[src/rtl/prio_vec_intc_pkg.sv]
package prio_vec_intc_pkg;

  // Address of a reserved handler slot: base plus one word per slot.
  function automatic logic [31:0] slot_addr(input logic [31:0] base,
                                            input logic [31:0] slot);
    return base + (slot << 2);
  endfunction

endpackage

[src/rtl/vic_edge_rise.sv]
module vic_edge_rise #(
  parameter int STAGES = 2
) (
  input  logic clk,
  input  logic rst,
  input  logic din,
  output logic rise_o
);
  logic [STAGES-1:0] sh_q;
  logic              prev_q;

  always_ff @(posedge clk) begin
    if (rst) begin
      sh_q   <= '0;
      prev_q <= 1'b0;
    end else begin
      sh_q   <= {sh_q[STAGES-2:0], din};
      prev_q <= sh_q[STAGES-1];
    end
  end

  assign rise_o = sh_q[STAGES-1] & ~prev_q;
endmodule

[src/rtl/vic_lowest_pick.sv]
module vic_lowest_pick #(
  parameter int W     = 9,
  localparam int IDX_W = (W > 1) ? $clog2(W) : 1
) (
  input  logic [W-1:0]     req,
  output logic [W-1:0]     grant,
  output logic [IDX_W-1:0] idx,
  output logic             any
);
  always_comb begin
    grant = '0;
    idx   = '0;
    for (int i = W - 1; i >= 0; i--) begin
      if (req[i]) begin
        grant = '0;
        grant[i] = 1'b1;
        idx = IDX_W'(i);
      end
    end
  end

  assign any = |req;
endmodule

[src/rtl/prio_vec_intc.sv]
module prio_vec_intc #(
  parameter int                N_LINES     = 8,
  parameter int                ADDR_W      = 16,
  parameter int                SYNC_STAGES = 2,
  parameter logic [ADDR_W-1:0] VEC_BASE    = 'h0040,
  parameter logic [ADDR_W-1:0] NMI_VEC     = 'h0008
) (
  input  logic               clk,
  input  logic               rst,
  input  logic [N_LINES-1:0] irq_i,
  input  logic               nmi_i,
  input  logic [N_LINES-1:0] line_en_i,
  input  logic               glob_en_i,
  input  logic               ack_i,
  input  logic               eoi_i,
  output logic               int_o,
  output logic [ADDR_W-1:0]  vec_o
);
  import prio_vec_intc_pkg::*;

  // Slot 0 is the unmaskable source; slot g+1 is request line g.
  localparam int SLOTS = N_LINES + 1;
  localparam int IDX_W = $clog2(SLOTS);

  logic [SLOTS-1:0] raw_in, rise_v, pend_q, isr_q, elig, cand;
  logic [SLOTS-1:0] grant, clr_v, set_v, eoi_clr;
  logic [IDX_W-1:0] pick_idx;
  logic             pick_any, ack_take;
  logic [ADDR_W-1:0] vec_calc;

  assign raw_in = {irq_i, nmi_i};

  for (genvar g = 0; g < SLOTS; g++) begin : g_src
    vic_edge_rise #(.STAGES(SYNC_STAGES)) u_edge (
      .clk    (clk),
      .rst    (rst),
      .din    (raw_in[g]),
      .rise_o (rise_v[g])
    );
    if (g == 0) begin : g_nmi
      assign elig[g] = ~isr_q[0];
    end else begin : g_line
      // Held off by any open service at this level or above.
      assign elig[g] = line_en_i[g-1] & glob_en_i & ~(|isr_q[g:0]);
    end
  end

  assign cand = pend_q & elig;

  vic_lowest_pick #(.W(SLOTS)) u_pick (
    .req   (cand),
    .grant (grant),
    .idx   (pick_idx),
    .any   (pick_any)
  );

  assign ack_take = ack_i & pick_any;
  assign clr_v    = ack_take ? grant : '0;
  assign set_v    = ack_take ? grant : '0;
  assign eoi_clr  = eoi_i ? (isr_q & (~isr_q + SLOTS'(1))) : '0;

  assign vec_calc = (pick_idx == '0) ? NMI_VEC
                  : ADDR_W'(slot_addr(32'(VEC_BASE), 32'(pick_idx) - 32'd1));

  always_ff @(posedge clk) begin
    if (rst) begin
      pend_q <= '0;
      isr_q  <= '0;
      int_o  <= 1'b0;
      vec_o  <= '0;
    end else begin
      pend_q <= (pend_q & ~clr_v) | rise_v;
      isr_q  <= (isr_q & ~eoi_clr) | set_v;
      int_o  <= pick_any;
      if (ack_take) vec_o <= vec_calc;
    end
  end

  // Checks next to the logic they guard.
  assert_grant_onehot_R5: assert property (@(posedge clk) disable iff (rst)
    $onehot0(grant));

  assert_nmi_first_R9: assert property (@(posedge clk) disable iff (rst)
    cand[0] |-> grant[0]);

  assert_nest_order_R7: assert property (@(posedge clk) disable iff (rst)
    ack_take |-> (isr_q == '0 || grant < (isr_q & (~isr_q + SLOTS'(1)))));

  assert_ack_records_R6: assert property (@(posedge clk) disable iff (rst)
    ack_take |=> (isr_q & $past(grant)) != '0);

  assert_eoi_pops_one_R8: assert property (@(posedge clk) disable iff (rst)
    (eoi_i && !ack_take && isr_q != '0) |=>
      ($countones(isr_q) + 1 == $countones($past(isr_q))));

  assert_idle_ack_hold_R10: assert property (@(posedge clk) disable iff (rst)
    (ack_i && !pick_any) |=> $stable(vec_o) && $stable(isr_q));
endmodule

[config.mk]
export PLATFORM = sky130hd
export DESIGN_NAME = prio_vec_intc
export DESIGN_NICKNAME = d
export VERILOG_FILES = /design/src/rtl/prio_vec_intc_pkg.sv /design/src/rtl/vic_edge_rise.sv /design/src/rtl/vic_lowest_pick.sv /design/src/rtl/prio_vec_intc.sv
export SDC_FILE = /design/constraint.sdc
export NUM_CORES = 1
export LEC_CHECK = 0
export ABC_AREA = 1
export BUFFER_PORTS_ARGS = -buffer_cell sky130_fd_sc_hd__buf_2
export CORE_MARGIN = 10
export CORE_UTILIZATION = 55
export CTS_BUF_LIST = sky130_fd_sc_hd__clkbuf_2
export CTS_CLUSTER_SIZE = 10
export DETAILED_ROUTE_END_ITERATION = 8
export PLACE_DENSITY = 0.91
export SLEW_MARGIN = 20
export SYNTH_ARGS = -nofsm -noshare
export SYNTH_HDL_FRONTEND = slang
export SYNTH_SLANG_ARGS = --single-unit
[constraint.sdc]
create_clock -name clk -period 2.78 [get_ports clk]
set_clock_uncertainty 0.1 [all_clocks]
set_input_delay 0.417 -clock clk [delete_from_list [all_inputs] [get_ports clk]]
set_output_delay 0.417 -clock clk [all_outputs]
set_load 0.1 [all_outputs]
==> results of run 1 <==
## flip-flops by register name (all words and copies together), names as in the netlist
signal,count
g_src.u_edge.prev_q,9
pend_q,9
vec_o,5
isr_q,9
int_o,1
g_src.u_edge.sh_q,18
## logic make-up (layout without fill, tap and decap cells)
group	count (synthesis)	count (layout)	share of synthesized area [%]
and+or+nand+nor	128	128	28.0
DFF	51	51	48.5
adders and majority gates	2	2	1.19
xor gates and xnor gates	1	1	0.416
AOI/OAI and AO/OA	30	30	7.55
other	1	11	0.178
buffers and inverters	68	91	14.2
## cells in the final DEF, fill, tap and decap left out, types with 4 or more instances in the layout
master / n
sky130_fd_sc_hd__o21ai_1: 5
sky130_fd_sc_hd__buf_2: 27
sky130_fd_sc_hd__dlygate4sd3_1: 4
sky130_fd_sc_hd__o21ai_0: 5
sky130_fd_sc_hd__nand2_2: 4
sky130_fd_sc_hd__nor2_1: 45
sky130_fd_sc_hd__nand2_1: 43
sky130_fd_sc_hd__nor2_4: 4
sky130_fd_sc_hd__inv_1: 48
sky130_fd_sc_hd__dfxtp_1: 51
sky130_fd_sc_hd__conb_1: 11
sky130_fd_sc_hd__nand4_1: 4
sky130_fd_sc_hd__a21oi_1: 17
sky130_fd_sc_hd__nor3_1: 4
sky130_fd_sc_hd__clkbuf_2: 5
sky130_fd_sc_hd__nand3_1: 16
sky130_fd_sc_hd__nor2_2: 4
## report_power, final
part | switching, mW | internal, mW | leakage [nW] | total [mW]
clock | 0.241 | 0.0712 | 0.0339 | 0.312
combinational | 0.186 | 0.0550 | 0.736 | 0.241
sequential | 0.0104 | 0.763 | 0.417 | 0.773
total | 0.438 | 0.889 | 1.19 | 1.33
## per-layer routing
metal	routed length, um	vias up
li1	-	902
met1	1620	727
met2	1960	42
met3	300	7
met4	65	0
met5	0	-
## worst reg2reg max path, delay by kind of cell (launching register included)
family | cells | cell delay, ns
compound gates | 2 | 0.29
flops | 1 | 0.40
buf+inv | 1 | 0.08
simple gates | 11 | 1.06
fa+ha+maj | 1 | 0.20
## final cells by class
| type | count | area share (%) |
|---|---|---|
| clock inverters | 3 | 1.13 |
| well taps | 48 | 2.58 |
| inverters | 51 | 8.32 |
| repair buffers | 32 | 7.83 |
| flip-flops and latches | 51 | 43.8 |
| multi-input cells | 172 | 35.3 |
| clock buffers | 5 | 1.07 |
## worst paths after layout
| kind | start | to | slack [ns] | cells past startpoint |
|---|---|---|---|---|
| min reg2reg | g_src[3].u_edge.sh_q[1] | g_src[3].u_edge.prev_q | 0.31 | 2 |
| min | irq_i[2] | g_src[3].u_edge.sh_q[0] | 0.03 | 3 |
| max | isr_q[2] | vec_o[6] | 0.57 | 15 |
| max reg2reg | isr_q[2] | vec_o[6] | 0.57 | 15 |
## repair_timing
item,CTS,global route
hold buffers,1,3
setup endpoints to repair,0,0
hold endpoints to repair,1,3
## per-stage QoR
| stage | hold slack, ns | setup slack [ns] |
|---|---|---|
| 6_report | 0.0349 | 0.572 |
| 3_3_place_gp | 0.289 | 0.638 |
| 4_1_cts | 0.00487 | 0.576 |
| 5_1_grt | 0.00115 | 0.342 |
| 2_1_floorplan | 0.288 | 0.858 |
| 3_5_place_dp | 0.295 | 0.522 |
==> flow_metrics.py, run 1 <==
metrics = {
    "status": {
        "outcome": "finished clean",
    },
    "critical_path": {
        "critPathRequiredTime_ns": 3.04,
        "timing.critical_path.to_type": "flip-flop",
        "critical_path_peak_fanout": 5,
        "crit_type": "reg -> reg",
        "path_buf_inv": 1,
        "critical_path.slowest_cell": "sky130_fd_sc_hd__dfxtp_1",
        "cp_data_arrival_time_ns": 2.47,
        "critical-path-max-stage-delay_ns": 0.40,
        "worstPathCellList": "nor2_2, nand2_1, nor2_1, nand2_1, inv_1, nor2_1, nand2_1, nand3_1, a21oi_1, ha_1, nand2_1, nor2_2, nor2_4, nand2_1, a21oi_1",
        "critical_path.top_delay_family": "simple AND/OR/NAND/NOR gates",
        "crit_path_start_kind": "flip-flop",
        "critical-path-top-cell-by-count": "sky130_fd_sc_hd__nand2_1",
    },
    "cts": {
        "tritoncts_clock_tree": "yes",
        "cts.clk_slew.worst_paths_ns": 0.27,
        "clock_tree.root_cell": "sky130_fd_sc_hd__clkbuf_2",
        "cts-htree-levels": 2,
        "clock_sink_count": 51,
        "cts_buffers": 5,
        "post-cts-setup-buffers": 0,
        "post_cts.resized_instances": 0,
        "maximum_buffer_depth_of_the_clock_tree": 2,
        "clock_latency_ns": 0.45,
    },
    "flow_run": {
        "cap_violations": 0,
    },
    "power_and_ir_drop": {
        "power_per_cell_area_mw_per_mm2": 569,
        "vdd_drop_max_v": 0.000428,
        "power.static_leakage_nw": 1.19,
        "totalPowerFinal_mw": 1.33,
    },
    "finish": {
        "drive_gt1_share_pct": 17.5,
        "final_util_pct": 63.2,
        "final_standard_cell_area_without_fillers_mm2": 0.00233,
        "area_growth_syn_to_layout_pct": 10.8,
        "multiInputGateArea_um2": 823,
        "num-nets-final": 337,
        "n_antenna_cell": 0,
        "layout.area.seq_mm2": 0.00102,
        "final_non_filler_cells": 362,
        "fillers": 344,
    },
    "synthesis": {
        "synth.cells.most_frequent": "51 x sky130_fd_sc_hd__dfxtp_1, 48 x sky130_fd_sc_hd__inv_1, 45 x sky130_fd_sc_hd__nor2_1",
        "yosysMostFrequentCell": "sky130_fd_sc_hd__dfxtp_1",
        "ys_async_sr_fraction_pct": 0,
        "synth_area_mm2": 0.00211,
        "synth_cell_types": 25,
        "synth_edf_count": 0,
        "yosysSeqAreaShare_pct": 48.5,
        "yosys.area.top_type_share_pct": 48.5,
        "synth.avg_cell_area_um2": 7.49,
        "synthTopCellsByArea": "sky130_fd_sc_hd__dfxtp_1 48%, sky130_fd_sc_hd__inv_1 8.6%, sky130_fd_sc_hd__nor2_1 8.0%",
        "synth-main-ff-cell": "sky130_fd_sc_hd__dfxtp_1",
        "synth_top_area_cell": "sky130_fd_sc_hd__dfxtp_1",
        "netlist_instances": 281,
        "synth_warnings": 0,
        "ys_ff_latch": 51,
    },
    "grt": {
        "globalRouteMet3Util_pct": 4.26,
        "antenna_found_initial": 0,
        "first_global_vias": 1553,
        "first_pass_grt_wire_length_mm": 6.57,
        "grt_resource_usage_total_pct": 12.5,
        "grt_max_degree": 28,
        "globalRoute.busiestLayer": "met2",
        "global_route.usage.met1_pct": 13.1,
        "globalRouteMet2Util_pct": 22.3,
        "overflow": 0,
    },
    "place": {
        "numPlacedInstances": 350,
        "dpl_cell_area_mm2": 0.00224,
        "place.detailed.hpwl_mm": 3.09,
        "gp_congestion": 0.934,
        "buffer_ports.inserted": 27,
    },
    "floorplan": {
        "std_cell_rows": 22,
        "i_o_pin_count": 39,
        "design.core.area_mm2": 0.00369,
        "die_width_um": 81.9,
        "design.die.area_mm2": 0.00670,
        "start_util_pct": 57.1,
        "fp.dieH_um": 81.9,
    },
    "detailed_routing": {
        "drt_iter0_markers": 74,
        "ant_nets": 0,
        "vias": 1678,
        "detail_route.drc_violations": 0,
        "drt-vias-per-instance": 4.64,
        "first_pass_iters": 4,
        "totalWireLength_mm": 3.95,
        "routed_wire_length_per_instance_um": 10.9,
    },
    "timing": {
        "fmaxAchievable_mhz": 453,
        "setup_repair_after_global_routing_missed_its_margin": "no",
        "post-route-min-period_ns": 2.21,
        "final-setup-viol-count": 0,
        "totalNegativeSetupSlack_ns": 0,
        "final.period_utilization_pct": 79.4,
        "timing.final.hold_violations": 0,
        "timing.final.max_slew_violations": 0,
    },
    "hold_path": {
        "hold_class": "in -> reg",
    },
}
No activity file was read; power rests on OpenSTA's default activity.
==> run 2: changes to the inputs <==
--- a/config.mk
+++ b/config.mk
@@ -8,11 +8,11 @@
 export ABC_AREA = 1
 export BUFFER_PORTS_ARGS = -buffer_cell sky130_fd_sc_hd__buf_2
 export CORE_MARGIN = 10
-export CORE_UTILIZATION = 55
+export CORE_UTILIZATION = 51
 export CTS_BUF_LIST = sky130_fd_sc_hd__clkbuf_2
 export CTS_CLUSTER_SIZE = 10
 export DETAILED_ROUTE_END_ITERATION = 8
-export PLACE_DENSITY = 0.91
+export PLACE_DENSITY = 0.89
 export SLEW_MARGIN = 20
 export SYNTH_ARGS = -nofsm -noshare
 export SYNTH_HDL_FRONTEND = slang
==> constraint.sdc (replaced) <==
create_clock -name clk -period 1.8 [get_ports clk]
set_clock_uncertainty 0.1 [all_clocks]
set_input_delay 0.27 -clock clk [delete_from_list [all_inputs] [get_ports clk]]
set_output_delay 0.27 -clock clk [all_outputs]
set_load 0.1 [all_outputs]
==> run 2 against run 1 <==
- the flow now finishes with violations (setup timing)
- register-to-register slack got worse by 0.87 ns
- routed wire length rose by 35%
- via count rose by 16%
- fmax rose by 5.3%
- core utilization rose by 9.4 points
- flip-flop and latch count did not move
- worst hold slack improved by 0.020 ns
- largest cell class unchanged
- critical path type unchanged
- highest routed layer unchanged
==> flow_metrics.py, run 2 (same netlist as run 1, synthesis figures left out) <==
metrics = {
    "status": {
        "outcome": "complete, but fails checks",
        "failing_checks": "setup timing",
    },
    "place": {
        "place.detailed.hpwl_mm": 3.25,
        "placement.setup.worst_slack_ns": -0.153,
        "dpl_cell_area_mm2": 0.00243,
        "buffer_ports.inserted": 27,
        "gp_congestion": 0.873,
    },
    "grt": {
        "antenna_found_initial": 0,
        "first_global_vias": 1899,
        "grt_max_degree": 27,
        "first_pass_grt_wire_length_mm": 8.31,
        "grt_resource_usage_total_pct": 13.7,
        "overflow": 0,
    },
    "cts": {
        "cts.clk_slew.worst_paths_ns": 0.27,
        "cts-htree-levels": 2,
        "maximum_buffer_depth_of_the_clock_tree": 2,
        "cts_buffers": 5,
        "tritoncts_clock_tree": "yes",
        "clock_sink_count": 51,
        "clock_tree.root_cell": "sky130_fd_sc_hd__clkbuf_2",
        "clock_latency_ns": 0.45,
    },
    "finish": {
        "layout_common_cells": "47 x sky130_fd_sc_hd__inv_1, 44 x sky130_fd_sc_hd__dfxtp_1, 40 x sky130_fd_sc_hd__nor2_1",
        "layout_commonest_cell": "sky130_fd_sc_hd__inv_1",
        "largest_register_ffs": 18,
        "top_register": "g_src.u_edge.sh_q",
        "final_util_pct": 72.6,
        "layout.area.seq_mm2": 0.00103,
        "drive_gt1_share_pct": 37.5,
        "multiInputGateArea_um2": 991,
        "fillers": 289,
        "area_growth_syn_to_layout_pct": 37.9,
        "final_standard_cell_area_without_fillers_mm2": 0.00290,
        "n_antenna_cell": 0,
        "num-nets-final": 380,
    },
    "floorplan": {
        "start_util_pct": 52.6,
        "design.die.area_mm2": 0.00710,
        "i_o_pin_count": 39,
        "std_cell_rows": 23,
        "design.core.area_mm2": 0.00400,
        "fp.dieH_um": 84.3,
        "die_width_um": 84.3,
    },
    "timing": {
        "timing.final.hold_violations": 0,
        "final.period_utilization_pct": 117,
        "worstMarginPinSlew_ns": 0.494,
        "timing.final.max_slew_violations": 0,
        "setup_repair_after_global_routing_missed_its_margin": "yes",
        "final_critical_path_setup_slack_ns": -0.297,
        "worst_hold_slack_ns": 0.0550,
        "post-route-min-period_ns": 2.10,
        "worst_relative_slew_slack_pct": 66.8,
        "fmaxAchievable_mhz": 477,
        "final-setup-viol-count": 19,
    },
    "detailed_routing": {
        "detail_route.drc_violations": 0,
        "totalWireLength_mm": 5.33,
        "routed_wire_length_per_instance_um": 13.1,
        "drt-vias-per-instance": 4.79,
        "vias": 1951,
        "first_pass_iters": 4,
        "drt_iter0_markers": 103,
        "ant_nets": 0,
    },
    "critical_path": {
        "timing.critical_path.to_type": "flip-flop",
        "worstPathCellList": "nand2_1, nor3_1, nand2_2, inv_2, nor2_2, nand2_1, nand3_2, a21oi_4, ha_2, nand2_2, nor2_4, nor2_4, nand2_1, a21oi_2",
        "critical_path.slowest_cell": "sky130_fd_sc_hd__dfxtp_1",
        "path_buf_inv": 1,
        "critPathRequiredTime_ns": 2.07,
        "crit_path_start_kind": "flip-flop",
        "critical_path_peak_fanout": 5,
        "critical_path.top_delay_family": "simple AND/OR/NAND/NOR gates",
        "critical-path-top-cell-by-count": "sky130_fd_sc_hd__nand2_1",
        "critical-path-max-stage-delay_ns": 0.42,
        "cp_data_arrival_time_ns": 2.37,
        "crit_type": "reg -> reg",
    },
    "power_and_ir_drop": {
        "vdd_drop_max_v": 0.000525,
        "power.static_leakage_nw": 1.47,
        "totalPowerFinal_mw": 2.43,
        "power_per_cell_area_mw_per_mm2": 836,
    },
    "hold_path": {
        "hold_class": "in -> reg",
    },
    "flow_run": {
        "cap_violations": 0,
    },
}
[run 2: path summary, 6_finish.rpt]
check / start / to / slack, ns / cells after the start
max: pend_q[6] / vec_o[4] / -0.30 / 14
min: rst / g_src[7].u_edge.sh_q[1] / 0.05 / 2
max reg2reg: pend_q[6] / vec_o[4] / -0.30 / 14
min reg2reg: g_src[3].u_edge.sh_q[0] / g_src[3].u_edge.sh_q[1] / 0.30 / 2
[run 2: what timing repair did]
action                     in CTS  in global routing
gates cloned                    0                  1
setup endpoints to repair      12                 23
buffers inserted                9                  4
pin swaps                       3                  9
hold buffers                    9                  2
gates resized for setup        16                 34
hold endpoints to repair        9                  2
[run 2: layer usage]
metal  part of all wire, %  track usage (%)  vias up  wire, um
met5                     0                0        -         0
met4                   3.9             4.72        0       208
met3                   6.4             4.15       21       343
met2                    50             25.0       70      2670
met1                    39             14.4      874      2100
li1                      -                -      986         -
[run 2: worst register-to-register path, stage by stage (launching register included)]
cell and delay (ns):
sky130_fd_sc_hd__dfxtp_1 0.42, sky130_fd_sc_hd__nand2_1 0.07, sky130_fd_sc_hd__nor3_1 0.26, sky130_fd_sc_hd__nand2_2 0.13, sky130_fd_sc_hd__inv_2 0.09, sky130_fd_sc_hd__nor2_2 0.04
sky130_fd_sc_hd__nand2_1 0.06, sky130_fd_sc_hd__nand3_2 0.11, sky130_fd_sc_hd__a21oi_4 0.17, sky130_fd_sc_hd__ha_2 0.19, sky130_fd_sc_hd__nand2_2 0.07, sky130_fd_sc_hd__nor2_4 0.11
sky130_fd_sc_hd__nor2_4 0.06, sky130_fd_sc_hd__nand2_1 0.07, sky130_fd_sc_hd__a21oi_2 0.05
[run 2: stage by stage]
| step | TNS, ns | instances |
|---|---|---|
| floorplan | -0.0524 | 291 |
| global placement | -0.589 | 375 |
| detailed placement | -0.751 | 375 |
| CTS | -0.821 | 400 |
| global route | -4.65 | 407 |
| finish | -2.46 | 407 |
[run 2: cell type report]
cell class / instances / area share (%)
clock inverters: 3 / 2.46
flip-flops and latches: 51 / 35.5
repair inverters: 1 / 0.215
inverters: 51 / 6.85
clock buffers: 5 / 0.862
repair buffers: 74 / 17.9
multi-input cells: 172 / 34.1
well taps: 50 / 2.15
[run 2: report_power, final]
| part | internal [mW] | switching, mW |
|---|---|---|
| Sequential | 1.18 | 0.0167 |
| Clock | 0.383 | 0.384 |
| Combinational | 0.133 | 0.333 |
